[src/rtl/ebus_arb_pkg.sv]
package ebus_arb_pkg;
  localparam int NUM_MST = 4;
  localparam int NUM_INT = NUM_MST - 1;
  localparam int IDX_EXT = 0;
  localparam int IDX_CPU = 1;
  localparam int IDX_DBG = 2;
  localparam int IDX_DMA = 3;

  typedef logic [NUM_MST-1:0] mst_vec_t;

  typedef enum logic [1:0] {
    ARB_IDLE = 2'd0,
    ARB_BUSY = 2'd1,
    ARB_GAP  = 2'd2
  } arb_state_e;
endpackage

[src/rtl/ebus_arb_pick.sv]
// Combinational winner selection over the four masters.
module ebus_arb_pick
  import ebus_arb_pkg::*;
(
  input  mst_vec_t req_i,
  input  logic     cpu_last_i,
  input  logic     dma_first_i,
  output mst_vec_t win_o,
  output logic     any_o
);
  logic lower_wait;
  logic cpu_ok;
  logic dbg_ok;

  always_comb begin
    lower_wait = req_i[IDX_DBG] | req_i[IDX_DMA];
    cpu_ok     = req_i[IDX_CPU] & ~(cpu_last_i & lower_wait);
    dbg_ok     = req_i[IDX_DBG] & ~(req_i[IDX_DMA] & dma_first_i);
    any_o      = |req_i;
    win_o      = '0;
    if (req_i[IDX_EXT])      win_o[IDX_EXT] = 1'b1;
    else if (cpu_ok)         win_o[IDX_CPU] = 1'b1;
    else if (dbg_ok)         win_o[IDX_DBG] = 1'b1;
    else if (req_i[IDX_DMA]) win_o[IDX_DMA] = 1'b1;
    else if (req_i[IDX_CPU]) win_o[IDX_CPU] = 1'b1;
  end
endmodule

[src/rtl/ebus_arb_gap.sv]
// Idle gap down-counter; loaded when an access ends.
module ebus_arb_gap #(
  parameter  int IDLE_MAX = 4,
  parameter  int SEL_W    = 2,
  localparam int CNT_W    = $clog2(IDLE_MAX + 1)
) (
  input  logic             clk,
  input  logic             rst_n,
  input  logic             load_i,
  input  logic [SEL_W-1:0] sel_i,
  output logic             zero_len_o,
  output logic             last_o
);
  logic [CNT_W-1:0] cnt_q, cnt_d;
  logic             cnt_en;
  logic [CNT_W-1:0] len;

  function automatic logic [CNT_W-1:0] gap_len(input logic [SEL_W-1:0] s);
    if (&s) return CNT_W'(IDLE_MAX);
    else    return CNT_W'(s);
  endfunction

  always_comb begin
    len        = gap_len(sel_i);
    zero_len_o = (len == '0);
    last_o     = (cnt_q == CNT_W'(1));
    cnt_en     = load_i | (cnt_q != '0);
    cnt_d      = load_i ? len : (cnt_q - CNT_W'(1));
  end

  always_ff @(posedge clk or negedge rst_n) begin
    if (!rst_n)      cnt_q <= '0;
    else if (cnt_en) cnt_q <= cnt_d;
  end
endmodule

[src/rtl/ebus_arb_order.sv]
// One-bit record: DMA request seen before debug request during a CPU tenure.
module ebus_arb_order (
  input  logic clk,
  input  logic rst_n,
  input  logic cpu_own_i,
  input  logic dbg_req_i,
  input  logic dma_req_i,
  input  logic clr_i,
  output logic dma_first_o
);
  logic flag_q, flag_d, flag_en;

  always_comb begin
    flag_en = clr_i | (cpu_own_i & dma_req_i & ~dbg_req_i);
    flag_d  = ~clr_i;
  end

  always_ff @(posedge clk or negedge rst_n) begin
    if (!rst_n)       flag_q <= 1'b0;
    else if (flag_en) flag_q <= flag_d;
  end

  assign dma_first_o = flag_q;
endmodule

[src/rtl/ebus_arbiter.sv]
module ebus_arbiter
  import ebus_arb_pkg::*;
#(
  parameter int IDLE_MAX = 4,
  parameter int SEL_W    = 2
) (
  input  logic               clk,
  input  logic               rst_n,
  input  logic               ext_req_i,
  output logic               ext_ack_o,
  input  logic [NUM_INT-1:0] int_req_i,
  output logic [NUM_INT-1:0] int_gnt_o,
  input  logic [NUM_INT-1:0] int_done_i,
  input  logic [SEL_W-1:0]   gap_sel_i
);
  arb_state_e state_q, state_d;
  mst_vec_t   gnt_q, gnt_d;
  logic       cpu_last_q, cpu_last_d;
  logic       reg_en;

  mst_vec_t   req_all, done_all, win;
  logic       any_req, release_now, issue, gap_load;
  logic       gap_zero, gap_last, dma_first;

  // Gather per-master request and end-of-access signals.
  assign req_all[IDX_EXT]  = ext_req_i;
  assign done_all[IDX_EXT] = ~ext_req_i;
  for (genvar g = 0; g < NUM_INT; g++) begin : g_int
    assign req_all[g+1]  = int_req_i[g];
    assign done_all[g+1] = int_done_i[g];
  end

  ebus_arb_pick u_pick (
    .req_i       (req_all),
    .cpu_last_i  (cpu_last_q),
    .dma_first_i (dma_first),
    .win_o       (win),
    .any_o       (any_req)
  );

  ebus_arb_gap #(.IDLE_MAX(IDLE_MAX), .SEL_W(SEL_W)) u_gap (
    .clk        (clk),
    .rst_n      (rst_n),
    .load_i     (gap_load),
    .sel_i      (gap_sel_i),
    .zero_len_o (gap_zero),
    .last_o     (gap_last)
  );

  ebus_arb_order u_order (
    .clk         (clk),
    .rst_n       (rst_n),
    .cpu_own_i   (gnt_q[IDX_CPU]),
    .dbg_req_i   (int_req_i[IDX_DBG-1]),
    .dma_req_i   (int_req_i[IDX_DMA-1]),
    .clr_i       (issue),
    .dma_first_o (dma_first)
  );

  // Next-state logic.
  always_comb begin
    release_now = (state_q == ARB_BUSY) && (|(gnt_q & done_all));
    issue       = 1'b0;
    gap_load    = 1'b0;
    state_d     = state_q;
    gnt_d       = gnt_q;
    unique case (state_q)
      ARB_IDLE: begin
        if (any_req) issue = 1'b1;
      end
      ARB_BUSY: begin
        if (release_now) begin
          gnt_d = '0;
          if (!gap_zero) begin
            gap_load = 1'b1;
            state_d  = ARB_GAP;
          end else if (any_req) begin
            issue = 1'b1;
          end else begin
            state_d = ARB_IDLE;
          end
        end
      end
      ARB_GAP: begin
        if (gap_last) begin
          if (any_req) issue = 1'b1;
          else         state_d = ARB_IDLE;
        end
      end
      default: state_d = ARB_IDLE;
    endcase
    if (issue) begin
      gnt_d   = win;
      state_d = ARB_BUSY;
    end
    cpu_last_d = issue ? win[IDX_CPU] : cpu_last_q;
    reg_en     = issue | release_now | (state_d != state_q);
  end

  // Registers.
  always_ff @(posedge clk or negedge rst_n) begin
    if (!rst_n) begin
      state_q    <= ARB_IDLE;
      gnt_q      <= '0;
      cpu_last_q <= 1'b0;
    end else if (reg_en) begin
      state_q    <= state_d;
      gnt_q      <= gnt_d;
      cpu_last_q <= cpu_last_d;
    end
  end

  assign ext_ack_o = gnt_q[IDX_EXT];
  assign int_gnt_o = gnt_q[NUM_MST-1:1];
endmodule

[config.mk]
export PLATFORM = sky130hd
export DESIGN_NAME = ebus_arbiter
export DESIGN_NICKNAME = d
export VERILOG_FILES = /design/src/rtl/ebus_arb_pkg.sv /design/src/rtl/ebus_arb_pick.sv /design/src/rtl/ebus_arb_gap.sv /design/src/rtl/ebus_arb_order.sv /design/src/rtl/ebus_arbiter.sv
export SDC_FILE = /design/constraint.sdc
export NUM_CORES = 1
export LEC_CHECK = 0
export ABC_CLOCK_PERIOD_IN_PS = 1800
export BUFFER_PORTS_ARGS = -buffer_cell sky130_fd_sc_hd__clkbuf_2
export CAP_MARGIN = 10
export CORE_AREA = 5 5 43 45
export DETAILED_ROUTE_END_ITERATION = 16
export DIE_AREA = 0 0 48 50
export PLACE_DENSITY_LB_ADDON = 0.25
export SYNTH_ARGS = -nofsm -noshare
export SYNTH_HDL_FRONTEND = slang
export SYNTH_HIERARCHICAL = 1
export SYNTH_SLANG_ARGS = --single-unit
[constraint.sdc]
create_clock -name clk -period 1.8 [get_ports clk]
set_input_delay 0.09 -clock clk [delete_from_list [all_inputs] [get_ports clk]]
set_output_delay 0.09 -clock clk [all_outputs]
set_load 0.02 [all_outputs]
Word level (Yosys, flattened, before mapping)
Cells that the tools add are included.
- flip-flop bits (word level): 11
- latch bits: 0
- memory bits (writable): 0
- memory bits (read-only): 0
- bits of input ports: 11
- word-level logic and storage cells: 67
- memories kept: 0
- add/sub/neg operators: 1
- multiply operators: 0
- div/mod/pow operators: 0
- magnitude comparators: 0
- equality and inequality tests: 4
- shift-type cells: 0
- muxes and demuxes: 29
- bitwise logic cells: 17
- reduce and logical (&&, ||, !) cells: 11
- operators with widths (operator ; number):
    two-way mux 1 bit ; 15
    two-way mux 2 bit ; 6
    two-way mux 4 bit ; 3
    two-way mux 3 bit ; 3
    OR reduction 4 bit ; 2
    AND 1 bit ; 6
    one-hot mux 2 bit (3 select lines) ; 1
    NOT 1 bit ; 5
    bitwise OR 1 bit ; 5
    AND 4 bit ; 1
    AND reduction 2 bit ; 2
    nonzero test 2 bit ; 2
    equality test 3 x 1 -> 1 bit (second input constant) ; 1
    zero test 3 bit ; 1
    one-hot mux 1 bit (3 select lines) ; 1
    AND reduction 3 bit ; 1
    nonzero test 3 bit ; 1
    subtractor 3 x 1 -> 3 bit (second input constant) ; 1
    equality test 2 x 1 -> 1 bit (second input constant) ; 1
    equality test 2 bit (second input constant) ; 1
    zero test 2 bit ; 1
    != test 2 bit ; 1
    logical AND 1 bit ; 1

Depth between registers and ports, before layout
Gate-level depths: netlist (run 1).
- word-level depth: 10
- depth in mapped cells: 7

Modules after synthesis
Netlist (run 1), hierarchy kept.
- by module, submodules not included (module ; times used ; cells each ; area each (um^2) ; seq. area each (um^2)):
    ebus_arbiter ; 1 ; 26 ; 344.1 ; 175.2
    ebus_arb_gap ; 1 ; 24 ; 235.2 ; 75.1
    ebus_arb_pick ; 1 ; 9 ; 63.8 ; 0.0
    ebus_arb_order ; 1 ; 4 ; 41.3 ; 25.0

Worst setup path before layout (run 1)
OpenSTA, ideal clock, no wires.
- path type: register -> register
- start: register gnt_q[2]
- end: register u_gap.cnt_q[1]
- library setup time: 0.087 ns
- data arrival time: 1.595 ns
- required time: 1.713 ns
- setup slack: 0.118 ns
- stages on the path, launching flop included: 7
- path buffers: 0
- clock period less this slack: 1.682 ns
- cell sequence: dfrtp_1 a22o_1 a221oi_4 or2_1 nor2_1 or2_1 o211ai_1
- longest elaborated chain between the ends: 6
- elaborated cells on any way between the ends: 7
- classes of those cells: mux (3); bitwise (2); reduce/logical (2)
- ends and longest elaborated chain (what ; RTL line ; RTL):
    start, declared ; ebus_arbiter.sv:17 ; mst_vec_t gnt_q, gnt_d;
    start signal, assigned ; ebus_arbiter.sv:108 ; gnt_q <= gnt_d;
    AND 4 bit (*) ; ebus_arbiter.sv:62 ; release_now = (state_q == ARB_BUSY) && (|(gnt_q & done_all));
    OR reduction 4 bit (*) ; ebus_arbiter.sv:62 ;
    logical AND 1 bit (*) ; ebus_arbiter.sv:62 ;
    two-way mux 1 bit (*) ; ebus_arbiter.sv:72 ; if (release_now) begin
    two-way mux 1 bit (*) ; ebus_arbiter.sv:67 ; unique case (state_q)
    named net gap_load ; ebus_arbiter.sv:22 ; logic any_req, release_now, issue, gap_load;
    two-way mux 3 bit / bitwise OR 1 bit (equally long branches) ; ebus_arb_gap.sv:28, ebus_arb_gap.sv:27 ;
    end signal, assigned ; ebus_arb_gap.sv:33 ; else if (cnt_en) cnt_q <= cnt_d;
    end, declared ; ebus_arb_gap.sv:14 ; logic [CNT_W-1:0] cnt_q, cnt_d;
The timed path passes the listed nets; every way through them passes the cells marked *.
A chain may end at the register's enable or synchronous reset.

Worst setup path after layout (run 1)
- start: register u_gap.cnt_q[1]
- end: register cpu_last_q
- longest elaborated chain between the ends: 7
- elaborated cells on any way between the ends: 10
- classes of those cells: eq/ne (2); mux (5); bitwise (2); reduce/logical (1)
- ends and longest elaborated chain (what ; RTL line ; RTL):
    equality test 3 x 1 -> 1 bit (*) ; ebus_arb_gap.sv:26 ; last_o = (cnt_q == CNT_W'(1));
    named net gap_last ; ebus_arbiter.sv:23 ; logic gap_zero, gap_last, dma_first;
    two-way mux 1 bit (*) ; ebus_arbiter.sv:85 ; if (gap_last) begin
    one-hot mux 1 bit (3 select lines) (*) ; ebus_arbiter.sv:67 ;
    named net issue ; ebus_arbiter.sv:22 ;
    two-way mux 2 bit ; ebus_arbiter.sv:92 ; if (issue) begin
    != test 2 bit ; ebus_arbiter.sv:97 ; reg_en = issue | release_now | (state_d != state_q);
    bitwise OR 1 bit ; ebus_arbiter.sv:97 ;
    AND reduction 2 bit (no source line) (*) ; -- ;
    end signal, assigned ; ebus_arbiter.sv:109 ; cpu_last_q <= cpu_last_d;
    end, declared ; ebus_arbiter.sv:18 ; logic cpu_last_q, cpu_last_d;
Marks and branches as above.

==> impl_metrics.csv, run 1 <==
group,metric,value,unit
run_status,status,"completed",
detailed_routing,routedWlPerCell,13.0,um
synthesis,ys_top_cells_by_area,"dfrtp_1 40%, a22o_1 6.4%, ha_1 5.5%",
detailed_routing,drcViolationCount,0,
cells_and_area,antenna_cells,0,
sta,timing.final.crit_share,89.6,%
power,p_per_area,1640,nW/um^2
critical_path,worstSetupStartpointType,"flip-flop",
global_routing,grt_max_degree,12,
clock_network,clk_pin_slew_worst_paths,70,ps
critical_path,cp.required,1960,ps
sta,layout_min_cycle_time,1610,ps
global_routing,first_global_vias,490,
sta,rsz0062_at_grt,"no",
floorplan,io_pins,15,
synthesis,synth_top_area_share,40.2,%
synthesis,ys_seq_area_share,40.2,%
clock_network,clock_sinks,11,
synthesis,synthMuxAreaShare,2.19,%
sta,max_freq,0.620,GHz
synthesis,syn-cell-area,684,sq um
critical_path,cp-end-kind,"flip-flop",
place,dp.final_hpwl,1040,um
detailed_routing,ant_nets,0,
synthesis,ys.flop_type,"dfrtp_1",
clock_network,ctsHoldBuffers,1,
place,io_buffer_count,14,
min_path,hold_end,"u_order/dma_first_o",
critical_path,crit_type,"reg2reg",
cells_and_area,final_layout_size_suffix_gt1_share,26.8,%
synthesis,yosys.area.top_type,"dfrtp_1",
min_path,min-delay-start,"int_req_i[2]",
critical_path,crit_fanout,6,
cells_and_area,area_growth,18.5,%
sta,hold_viol,0,
sta,worst_pin_slew,416,ps
power,ir_worst_vdd,0.000898,V
min_path,hold_class,"in2reg",
power,power.total,1.33,mW
synthesis,postSynth.asyncResetShare,100,%
floorplan,core_area,1440,sq um
global_routing,grt_use_total,11.9,%
power,p_leak,0.372,nW
sta,timing.hold.ws,130,ps
synthesis,syn_area_per_cell,10.9,sq um
clock_network,cts_resized,0,
clock_network,clock_latency,270,ps
cells_and_area,seqCellArea,275,sq um
place,gp_congestion,0.709,
global_routing,grt_pass1_wl,2080,um
detailed_routing,drt-total-wl,1280,um
synthesis,synthDistinctLibCells,28,
critical_path,r2r-end,"cpu_last_q",
floorplan,dieWidth,48,um
cells_and_area,multi_input_area,379,sq um
synthesis,netlist_instances,63,
floorplan,rows,14,
sta,setup_viol_count_final,0,
synthesis,synth_compound_area_share,24.1,%
cells_and_area,fillerInstances,126,
critical_path,rr_startpoint,"u_gap/cnt_q[1]",
critical_path,r2r_slack,190,ps
synthesis,ys_warn_count,6,
sta,tns,0,ps
clock_network,clock_path_buffers,2,
clock_network,cts_buffers,3,
global_routing,antenna_found_initial,0,
clock_network,cts_htree_levels,1,
detailed_routing,first_iter_violations,13,
detailed_routing,drt-vias-per-instance,5.44,
synthesis,synth_top_family_by_area,"compound AO/OA/AOI/OAI gates",
sta,skew,8.16,ps
global_routing,gr-total-overflow,0,
synthesis,synth_most_common_cell,"dfrtp_1",
synthesis,synth-xor-area-share,0,%
floorplan,fp.dieH,50,um
sta,drv_slew,0,
floorplan,start_util,47.6,%
sta,maxSlewHeadroom,72.2,%
synthesis,synth_fp_nets,77,
clock_network,cts_root_buf,"clkbuf_4",
synthesis,synth_common_cells,"11 x dfrtp_1, 6 x inv_1, 5 x a22o_1",
job,max_cap_viol_count,0,
clock_network,cts_tree,"done",
synthesis,ys_ff_latch,11,
detailed_routing,vias,533,
synthesis,yosys.area_share.simple,23.6,%
critical_path,r2r_cells,7,
cells_and_area,num-nets-final,97,
detailed_routing,dr.pass1.iters,4,
min_path,hold_depth,3,
synthesis,synth-edff-count,0,
floorplan,dieArea,2400,sq um
synthesis,yosys.area_share.adder,5.48,%
critical_path,crit_arrival,1770,ps
clock_network,post_cts_buffers,0,
## cell usage in the layout, fill, tap and decap left out, drive strengths merged
cell type	netlist	layout
a2111oi	1	1
a21boi	1	1
a21oi	2	2
a221oi	1	1
a22o	5	5
a31oi	1	1
and3b	1	1
buf	1	1
clkbuf	0	18
dfrtp	11	11
dlygate4sd3	0	1
ha	3	3
inv	6	6
mux2	1	1
nand2	1	1
nand2b	2	2
nand3b	4	4
nand4bb	2	2
nor2	2	2
nor2b	4	4
nor4b	1	1
o211ai	2	2
o21a	1	1
o21ai	2	2
o22ai	1	1
o31ai	1	1
or2	3	3
or2b	1	1
or3b	1	1
or4	1	1
## logic make-up (layout without fill, tap and decap cells)
family / after synthesis / count (layout)
simple gates: 23 / 23
fa+ha+maj: 3 / 3
mux: 1 / 1
flops: 11 / 11
compound gates: 18 / 18
buf+inv: 7 / 26
## worst max-delay path by stage
stage / cells after the start / slack (ps) / endpoint / startpoint
6_report: 7 / 190 / cpu_last_q / u_gap/cnt_q[1]
5_1_grt: 6 / 40 / u_gap/cnt_q[1] / gnt_q[2]
4_1_cts: 7 / 170 / cpu_last_q / u_gap/cnt_q[1]
3_5_place_dp: 7 / 180 / cpu_last_q / u_gap/cnt_q[1]
3_3_place_gp: 6 / 170 / u_gap/cnt_q[2] / gnt_q[2]
2_1_floorplan: 6 / 120 / u_gap/cnt_q[1] / gnt_q[2]
## stage by stage
| stage | cell area (sq um) | setup WS (ps) | util, % | cells |
|---|---|---|---|---|
| final | 811 | 186 | 56.4 | 98 |
| after global routing | 811 | 40.1 | 56.4 | 98 |
| after CTS | 811 | 174 | 56.4 | 98 |
| after detailed placement | 774 | 184 | 53.9 | 93 |
| after global placement | 774 | 171 | 53.9 | 93 |
| after floorplan | 684 | 118 | - | 63 |
## layer usage
| layer | global-route usage (%) | vias up | share of wire [%] |
|---|---|---|---|
| li1 | - | 275 | - |
| met1 | 16.3 | 249 | 51 |
| met2 | 16.3 | 7 | 45 |
| met3 | 5.45 | 2 | 3.4 |
| met4 | 4.04 | 0 | 1.1 |
| met5 | 0 | - | 0 |
## sequential cells by signal, indices dropped and copies added, names as in the netlist
signal,cells
gnt_q,4
u_gap/cnt_q,3
state_q,2
cpu_last_q,1
u_order/dma_first_o,1
## final cells by class
cell class	count	area share, %
clock buffer	4	3.24
multi-input combinational	45	46.8
inverter	6	2.78
sequential	11	34.0
timing repair buffer	16	10.8
tap	16	2.47
## critical path, cell delays in order (launching register included)
cell	delay [ps]
dfrtp_1	380
inv_1	100
ha_1	140
nor2b_1	130
nand2b_1	130
nand3b_1	160
o31ai_4	140
mux2_4	330
## power breakdown
| part | switching, mW | internal (mW) |
|---|---|---|
| Sequential | 0.0970 | 0.364 |
| Clock | 0.0792 | 0.0857 |
| Combinational | 0.359 | 0.345 |
No activity file was read; power rests on OpenSTA's default activity.
==> run 2: changes to the inputs <==
--- a/config.mk
+++ b/config.mk
@@ -5,14 +5,13 @@
 export SDC_FILE = /design/constraint.sdc
 export NUM_CORES = 1
 export LEC_CHECK = 0
-export ABC_CLOCK_PERIOD_IN_PS = 1800
+export ABC_CLOCK_PERIOD_IN_PS = 2100
 export BUFFER_PORTS_ARGS = -buffer_cell sky130_fd_sc_hd__clkbuf_2
 export CAP_MARGIN = 10
-export CORE_AREA = 5 5 43 45
+export CORE_AREA = 5 5 42 44
 export DETAILED_ROUTE_END_ITERATION = 16
-export DIE_AREA = 0 0 48 50
+export DIE_AREA = 0 0 47 49
 export PLACE_DENSITY_LB_ADDON = 0.25
 export SYNTH_ARGS = -nofsm -noshare
 export SYNTH_HDL_FRONTEND = slang
-export SYNTH_HIERARCHICAL = 1
 export SYNTH_SLANG_ARGS = --single-unit
==> constraint.sdc (replaced) <==
create_clock -name clk -period 2.1 [get_ports clk]
set_input_delay 0.105 -clock clk [delete_from_list [all_inputs] [get_ports clk]]
set_output_delay 0.105 -clock clk [all_outputs]
set_load 0.02 [all_outputs]
==> run 2 against run 1 <==
  * Clock power shrank 13%
  * Sequential cell count is the same
  * Fmax shrank 1.2%
  * Clock skew shrank 6.2 ps
  * Combinational power shrank 21%
  * Setup slack gained 280 ps
  * Synthesized area shrank 2.7%
==> impl_metrics.csv, run 2 <==
group,metric,value,unit
sta,skew,2.01,ps
cells_and_area,num-nets-final,102,
critical_path,cp.required,2240,ps
synthesis,yosys.area.top_type,"dfrtp_1",
detailed_routing,drt-vias-per-instance,5.20,
place,placed_area,748,sq um
detailed_routing,dr.pass1.iters,4,
synthesis,syn-cell-area,666,sq um
sta,maxSlewHeadroom,74.8,%
floorplan,core_area,1400,sq um
sta,fin_ws,467,ps
synthesis,ys_top_cells_by_area,"dfrtp_1 41%, mux2i_1 9.0%, nand2_1 6.2%",
critical_path,worstSetupStartpointType,"flip-flop",
synthesis,netlist_instances,69,
cells_and_area,largest_reg_flops,4,
clock_network,clock_sinks,11,
sta,worst_pin_slew,376,ps
synthesis,ys_warn_count,0,
place,gp_congestion,0.752,
clock_network,clk_pin_slew_worst_paths,70,ps
global_routing,grt_pass1_wl,2010,um
place,dp_slack,456,ps
cells_and_area,top_register,"gnt_q",
critical_path,crit_arrival,1780,ps
cells_and_area,layout_commonest_cell,"clkbuf_2",
place,io_buffer_count,14,
floorplan,io_pins,15,
synthesis,synth-edff-count,0,
min_path,hold_class,"in2reg",
global_routing,grt_max_degree,12,
floorplan,rows,14,
detailed_routing,drcViolationCount,0,
sta,tns,0,ps
synthesis,synth_top_area_share,41.4,%
synthesis,synth_common_cells,"11 x dfrtp_1, 11 x nand2_1, 6 x mux2i_1",
sta,hold_viol,0,
synthesis,ys_seq_area_share,41.4,%
detailed_routing,routedWlPerCell,11.6,um
power,p_leak,0.422,nW
cells_and_area,top_regs,"gnt_q (4), u_gap.cnt_q (3), state_q (2)",
job,max_cap_viol_count,0,
synthesis,synth_fp_nets,83,
global_routing,antenna_found_initial,0,
sta,setup_viol_count_final,0,
clock_network,clock_path_buffers,2,
synthesis,ys.flop_type,"dfrtp_1",
floorplan,dieWidth,47,um
power,p_per_area,1360,nW/um^2
floorplan,start_util,47.5,%
sta,rsz0062_at_grt,"no",
synthesis,postSynth.asyncResetShare,100,%
detailed_routing,vias,536,
clock_network,cts_tree,"done",
floorplan,fp.dieH,49,um
power,ir_worst_vdd,0.000609,V
detailed_routing,drt-total-wl,1190,um
place,dp.final_hpwl,982,um
global_routing,grt_use_total,11.8,%
global_routing,gr-total-overflow,0,
cells_and_area,final_cell_mix,"14 x clkbuf_2, 11 x nand2_1, 11 x dfrtp_1, 6 x mux2i_1, 5 x nand3_1",
critical_path,crit_fanout,6,
critical_path,cp-end-kind,"flip-flop",
cells_and_area,final_layout_size_suffix_gt1_share,27.6,%
clock_network,clock_latency,270,ps
detailed_routing,ant_nets,0,
synthesis,syn_area_per_cell,9.65,sq um
run_status,status,"completed",
clock_network,cts_root_buf,"clkbuf_4",
clock_network,cts_buffers,3,
sta,timing.final.crit_share,77.8,%
sta,layout_min_cycle_time,1630,ps
sta,max_freq,0.612,GHz
cells_and_area,postLayoutCellArea,785,sq um
synthesis,ys_ff_latch,11,
cells_and_area,fillerInstances,143,
synthesis,synthDistinctLibCells,25,
detailed_routing,first_iter_violations,9,
global_routing,first_global_vias,509,
floorplan,dieArea,2300,sq um
clock_network,cts_htree_levels,1,
cells_and_area,area_growth,17.9,%
critical_path,crit_type,"reg2reg",
cells_and_area,antenna_cells,0,
sta,drv_slew,0,
run 2: final timing paths:
| check | cells after the start | slack (ps) | start | end |
|---|---|---|---|---|
| min in group asynchronous | 2 | 240 | rst_n | gnt_q[3] |
| worst min register to register | 1 | 470 | state_q[0] | state_q[1] |
| max in group asynchronous | 2 | 1640 | rst_n | state_q[0] |
| worst max register to register | 6 | 470 | u_gap.cnt_q[1] | gnt_q[0] |
| worst max-delay path | 6 | 470 | u_gap.cnt_q[1] | gnt_q[0] |
| worst min-delay path | 2 | 50 | gap_sel_i[1] | u_gap.cnt_q[0] |
run 2: cell families (layout without fill, tap and decap cells):
logic type,count (synthesis),in the layout,synth area share [%]
buffers and inverters,5,23,3.38
AO/OA/AOI/OAI,16,16,17.7
AND/OR/NAND/NOR,27,27,21.6
flip-flops,11,11,41.4
adder cells (fa/ha/maj),3,3,5.64
XOR/XNOR,1,1,1.32
multiplexers,6,6,9.02
run 2: metrics by stage:
step	power, mW	hold slack (ps)	std cells	util, %
global placement	0.925	-0.0144	98	53.4
finish	1.07	50.3	103	56.0
CTS	1.08	48.8	103	56.0
floorplan	0.818	-191	69	-
detailed placement	0.936	0.266	98	53.4
global route	1.17	69.7	103	56.0
run 2: worst max-delay path: stages (launching register included):
cell and delay [ps]:
dfrtp_1 370, inv_1 110, ha_1 150, or2b_2 300, a21oi_1 280, a22oi_4 170
mux2i_1 150
run 2: what timing repair did:
item | CTS | global route
setup buffers | 0 | 0
hold buffers | 1 | 0
resized for setup | 0 | 0
endpoints found under the hold margin | 11 | 0
run 2: final cells by class:
class | count | area (sq um) | area share [%]
clock buffers | 4 | 26.3 | 3.35
well taps | 16 | 20.0 | 2.55
inverters | 4 | 15.0 | 1.91
flip-flops and latches | 11 | 275 | 35.1
repair buffers | 15 | 80.1 | 10.2
multi-input cells | 53 | 368 | 46.9
run 2: power breakdown:
part / switching [mW] / leakage [nW] / internal (mW)
Clock: 0.0699 / 0.0150 / 0.0736
Sequential: 0.0630 / 0.139 / 0.306
Combinational: 0.302 / 0.268 / 0.254
run 2: per-layer routing:
layer / track usage [%] / part of all wire (%) / up-vias
met5: 0 / 0 / -
met4: 6.91 / 2.3 / 0
met3: 2.21 / 5.6 / 3
met2: 17.4 / 48 / 11
met1: 15.5 / 44 / 244
li1: - / - / 278
